File: src/rtl/satu_pkg.sv
package satu_pkg;

    typedef enum logic {
        ST_IDLE = 1'b0,
        ST_DONE = 1'b1
    } satu_state_e;

endpackage

File: src/rtl/satu_arith.sv
module satu_arith #(
    parameter int OPW = 64,
    parameter int IW  = OPW + 1
) (
    input  logic signed [OPW-1:0] op_a,
    input  logic signed [OPW-1:0] op_b,
    input  logic                  sub_en,
    input  logic                  sat_only,
    output logic signed [IW-1:0]  mid
);
    localparam int EXT = IW - OPW;

    logic signed [IW-1:0] wa, wb;

    always_comb begin
        wa = {{EXT{op_a[OPW-1]}}, op_a};
        wb = {{EXT{op_b[OPW-1]}}, op_b};
        if (sat_only)
            mid = wa;
        else if (sub_en)
            mid = wa - wb;
        else
            mid = wa + wb;
    end
endmodule

File: src/rtl/satu_wsel.sv
module satu_wsel #(
    parameter int RES_W = 32,
    parameter int WID_W = $clog2(RES_W + 1)
) (
    input  logic             sat_only,
    input  logic [WID_W-1:0] sat_wid,
    output logic [WID_W-1:0] eff_wid
);
    localparam logic [WID_W-1:0] FULL = WID_W'(RES_W);

    always_comb begin
        if (!sat_only || sat_wid == '0 || sat_wid > FULL)
            eff_wid = FULL;
        else
            eff_wid = sat_wid;
    end
endmodule

File: src/rtl/satu_clamp.sv
module satu_clamp #(
    parameter int IW    = 65,
    parameter int RES_W = 32,
    parameter int WID_W = 6
) (
    input  logic signed [IW-1:0] val,
    input  logic [WID_W-1:0]     wid,
    input  logic                 sgn,
    output logic [RES_W-1:0]     res,
    output logic                 sat
);
    localparam logic signed [IW-1:0] ONE = IW'(1);

    logic signed [IW-1:0] hi, lo;

    always_comb begin
        if (sgn) begin
            hi = (ONE << (wid - 1'b1)) - ONE;
            lo = -(ONE << (wid - 1'b1));
        end else begin
            hi = (ONE << wid) - ONE;
            lo = '0;
        end
        sat = 1'b0;
        res = val[RES_W-1:0];
        if (val > hi) begin
            sat = 1'b1;
            res = hi[RES_W-1:0];
        end else if (val < lo) begin
            sat = 1'b1;
            res = lo[RES_W-1:0];
        end
    end
endmodule

File: src/rtl/satu_top.sv
module satu_top
    import satu_pkg::*;
#(
    parameter int OPW   = 64,
    parameter int RES_W = 32,
    parameter int WID_W = $clog2(RES_W + 1)
) (
    input  logic                  clk,
    input  logic                  rst_n,
    input  logic                  in_vld,
    input  logic signed [OPW-1:0] op_a,
    input  logic signed [OPW-1:0] op_b,
    input  logic                  sub_en,
    input  logic                  sgn_en,
    input  logic                  sat_only,
    input  logic [WID_W-1:0]      sat_wid,
    input  logic                  sticky_clr,
    output logic                  out_vld,
    output logic [RES_W-1:0]      out_res,
    output logic                  out_sat,
    output logic                  sticky_sat
);
    localparam int IW = OPW + 1;

    satu_state_e          state_q, state_d;
    logic signed [IW-1:0] mid;
    logic [WID_W-1:0]     eff_wid;
    logic [RES_W-1:0]     clamp_res;
    logic                 clamp_sat;

    satu_arith #(.OPW(OPW), .IW(IW)) u_arith (
        .op_a     (op_a),
        .op_b     (op_b),
        .sub_en   (sub_en),
        .sat_only (sat_only),
        .mid      (mid)
    );

    satu_wsel #(.RES_W(RES_W), .WID_W(WID_W)) u_wsel (
        .sat_only (sat_only),
        .sat_wid  (sat_wid),
        .eff_wid  (eff_wid)
    );

    satu_clamp #(.IW(IW), .RES_W(RES_W), .WID_W(WID_W)) u_clamp (
        .val (mid),
        .wid (eff_wid),
        .sgn (sgn_en),
        .res (clamp_res),
        .sat (clamp_sat)
    );

    // next state: ACCEPT on a strobe, DRAIN otherwise
    always_comb begin
        state_d = in_vld ? ST_DONE : ST_IDLE;
    end

    // state register
    always_ff @(posedge clk or negedge rst_n) begin
        if (!rst_n)
            state_q <= ST_IDLE;
        else
            state_q <= state_d;
    end

    // output decode
    always_comb begin
        unique case (state_q)
            ST_IDLE: out_vld = 1'b0;
            ST_DONE: out_vld = 1'b1;
            default: out_vld = 1'b0;
        endcase
    end

    // output registers
    always_ff @(posedge clk or negedge rst_n) begin
        if (!rst_n) begin
            out_res    <= '0;
            out_sat    <= 1'b0;
            sticky_sat <= 1'b0;
        end else begin
            if (in_vld)
                out_res <= clamp_res;
            out_sat    <= in_vld & clamp_sat;
            sticky_sat <= (sticky_sat & ~sticky_clr) | (in_vld & clamp_sat);
        end
    end
endmodule

File: config.mk
export PLATFORM = sky130hd
export DESIGN_NAME = satu_top
export DESIGN_NICKNAME = d
export VERILOG_FILES = /design/src/rtl/satu_pkg.sv /design/src/rtl/satu_arith.sv /design/src/rtl/satu_wsel.sv /design/src/rtl/satu_clamp.sv /design/src/rtl/satu_top.sv
export SDC_FILE = /design/constraint.sdc
export NUM_CORES = 1
export LEC_CHECK = 0
export CORE_ASPECT_RATIO = 2
export CORE_MARGIN = 10
export CORE_UTILIZATION = 30
export DETAILED_ROUTE_END_ITERATION = 10
export DONT_BUFFER_PORTS = 1
export HOLD_SLACK_MARGIN = 0.06
export PLACE_DENSITY = 0.5
export SYNTH_ARGS = -nofsm -noshare
export SYNTH_HDL_FRONTEND = slang
export SYNTH_SLANG_ARGS = --single-unit
File: constraint.sdc
create_clock -name clk -period 1.1 [get_ports clk]
set_input_delay 0.11 -clock clk [delete_from_list [all_inputs] [get_ports clk]]
set_output_delay 0.11 -clock clk [all_outputs]
set_load 0.005 [all_outputs]
==> results.yml <==
timing:
  slew_headroom_pct: 20.33
  finalHoldViolCount: 0
  fin_crit_sh_pct: 585.4
  fin_ws_ns: -5.339
  grt_setup_unrepaired: "yes"
  tns_ns: -179.25
  fmax_ghz: 0.1553
  slew_viol_final: 0
  layout_min_cycle_time_ns: 6.439
  fin_skew_ns: 0
  setup_violations: 34
  worst_pin_slew_ns: 1.195
critical_path:
  worstPathRequired_ns: 1.28
  worstPathArrival_ns: 6.62
  reg2reg_from: "out_res[19]$_DFFE_PN0P_"
  regToRegEndpoint: "out_res[19]$_DFFE_PN0P_"
  r2r_slack_ns: 0.18
  r2r_cells: 2
  cp_slowest_stage_delay_ns: 0.40
  startpoint_type: "primary input"
  cpMostUsedCell: "buf_4"
  cp_max_fo: 5
  cp-end-kind: "flop"
  criticalPathCategory: "in2reg"
  cp_slowest_cell: "or3_4"
clocking:
  clkTransAtPathRegs_ns: 0.06
  clock_latency_ns: 0.28
  cts_root_buf: "clkbuf_16"
  cts.sink_count: 35
  clock_path_buffers: 2
  tritoncts: "yes"
  htree_levels: 2
  cts_buffers: 5
final_layout:
  drive_above_1_share_pct: 34.39
  area_growth_pct: 53.81
  layout.nets: 2835
  fin_cells: 3043
  stdcell_area_mm2: 0.01993
  mostFrequentLayoutCells: "632 x buf_4, 203 x nand2_1, 191 x ha_1"
  num_antenna_cells: 0
  final_common_cell: "buf_4"
synthesis:
  ys_ff_latch: 35
  synthArstFlopShare_pct: 100.0
  syn_inst: 1899
  synthXorXnorAreaFrac_pct: 8.787
  yosysWarnings: 0
  syn_area_mm2: 0.01296
  seq_area_frac_synth_pct: 6.759
  synth.avg_cell_area_um2: 6.823
  muxShareOfSynthArea_pct: 1.110
  synth_top_family_by_area: "compound AO/OA/AOI/OAI gates"
  yosys.area.top_type: "ha_1"
  synth_top_area_share_pct: 18.93
  post_synth_num_cell_types: 84
  synth_edf_count: 0
  synth-compound-area-share_pct: 32.67
  synth_fa_ha_area_share_pct: 19.08
  synthTopCellsByArea: "ha_1 19%, a21oi_1 6.8%, xnor2_1 6.8%"
  ys.flop_type: "dfrtp_1"
  synth-simple-area-share_pct: 26.28
placement:
  dp_slack_ns: -6.197
  routabilityCongestion: 0.9703
  placed_cells: 2977
  numPortBuffers: 0
  placed_area_mm2: 0.01816
  dp_hpwl_um: 55350
route:
  vias_per_cell: 5.657
  drt_wl_total_um: 67770
  firstDrtPassIters: 7
  vias: 17220
  drtIter0Drc: 910
  drc_errors: 0
  wl_per_cell_um: 22.27
  drt.antenna.violating_nets: 0
run_status:
  status: "finished, violations left"
  violations: "setup timing"
hold_path:
  hold_depth: 2
  holdPathEnd: "out_res[2]$_DFFE_PN0P_"
  hold_start: "in_vld"
  hp-class: "in2reg"
global_routing:
  grt.overflow.total: 0
  grt_pass1_wl_um: 101800
  grt_busiest_layer: "met2"
  use_met2_pct: 49.57
  antenna_found_initial: 0
  grt_util_met1_pct: 20.57
  use_met3_pct: 4.061
  grt_start_max_net_pins: 132
  track_usage_pct: 24.45
  grt_pass1_vias: 18000
floorplan:
  ioPinCount: 176
  die_x_um: 167.0
  die_area_mm2: 0.05241
  core_area_mm2: 0.04271
  start_util_pct: 30.34
  core.rowCount: 107
  die_h_um: 313.9
power:
  total_power_w: 0.02075
  vdd_ir_drop_max_mv: 0.7481
  p_per_area_mw_per_mm2: 1041
  leakagePower_nw: 9.296
job:
  cap_violations: 0
[stage by stage]
| stage | util (%) | hold WS (ns) |
|---|---|---|
| finish | 46.67 | 0.07322 |
| global route | 46.67 | 0.1045 |
| CTS | 45.76 | 0.06105 |
| detailed placement | 42.53 | -0.1828 |
| global placement | 42.53 | -0.1825 |
| floorplan | - | -0.1856 |
[where the power goes]
part / internal (W) / leakage (nW) / switching [W]
combinational: 0.00858 / 8.80 / 0.00809
sequential: 0.00176 / 0.408 / 0.000636
clock: 0.00107 / 0.0838 / 0.000618
[cells by family after synthesis]
group	after synthesis
adders and majority gates	197
muxes	14
and+or+nand+nor	698
buffers and inverters	175
xor gates and xnor gates	130
DFF	35
AOI/OAI and AO/OA	649
other	1
[synth_stat cells (12+ instances only)]
master,n
a21oi_1,177
a31oi_1,31
a211o_1,12
clkbuf_1,86
nor3_1,51
o21a_1,28
and2_1,25
inv_1,69
nor2b_1,20
nand4_1,47
and3_1,18
xnor2_1,101
ha_1,196
nand2_1,216
or3_1,18
nor2_1,171
a211oi_1,25
a221oi_1,12
o211ai_1,24
o31ai_1,16
nand3_1,49
xor2_1,29
a21o_1,73
dfrtp_1,35
o21ai_0,141
a22o_1,12
nor4_1,21
nand2b_1,15
[how the worst max path moves through the flow]
stage | start | end | slack (ns) | cells past startpoint
after floorplan | op_b[4] | out_res[21]$_DFFE_PN0P_ | -5.19 | 30
after global placement | op_b[4] | out_res[4]$_DFFE_PN0P_ | -6.19 | 32
after detailed placement | op_b[4] | out_res[7]$_DFFE_PN0P_ | -6.20 | 32
after CTS | op_b[3] | out_res[6]$_DFFE_PN0P_ | -5.23 | 33
after global routing | op_b[3] | out_res[30]$_DFFE_PN0P_ | -5.65 | 37
final | op_b[3] | out_res[22]$_DFFE_PN0P_ | -5.34 | 35
[layout make-up]
| class | instances | area [µm²] |
|---|---|---|
| flip-flops and latches | 35 | 875.8 |
| clock inverters | 3 | 43.79 |
| fillers | 4389 | 22780 |
| inverters | 70 | 262.8 |
| repair buffers | 680 | 5518 |
| multi-input cells | 1705 | 12420 |
| well taps | 545 | 681.9 |
| clock buffers | 5 | 125.1 |
[metal layers]
metal  vias to the layer above  share of wire [%]
met5                         -                  0
met4                         0                8.6
met3                       230                5.2
met2                       548                 55
met1                      8171                 31
li1                       8266                  -
[flip-flops by register name, summed over array words and instances, names as in the netlist]
| signal | cells |
|---|---|
| out_res | 32 |
| out_sat | 1 |
| state_q | 1 |
| sticky_sat | 1 |
[timing repair]
action,CTS,global route
pin swaps,81,62
setup buffers,42,14
resized for setup,154,70
hold buffers,4,0
setup endpoints to repair,34,35
gates cloned,7,0
hold endpoints to repair,52,0
[critical path, delay by kind of cell]
kind | cells | cell delay [ns]
compound gates | 11 | 2.26
buf+inv | 11 | 1.45
xor+xnor | 1 | 0.12
fa+ha+maj | 2 | 0.49
simple gates | 10 | 2.18
Power figures use the tool's default switching activity.
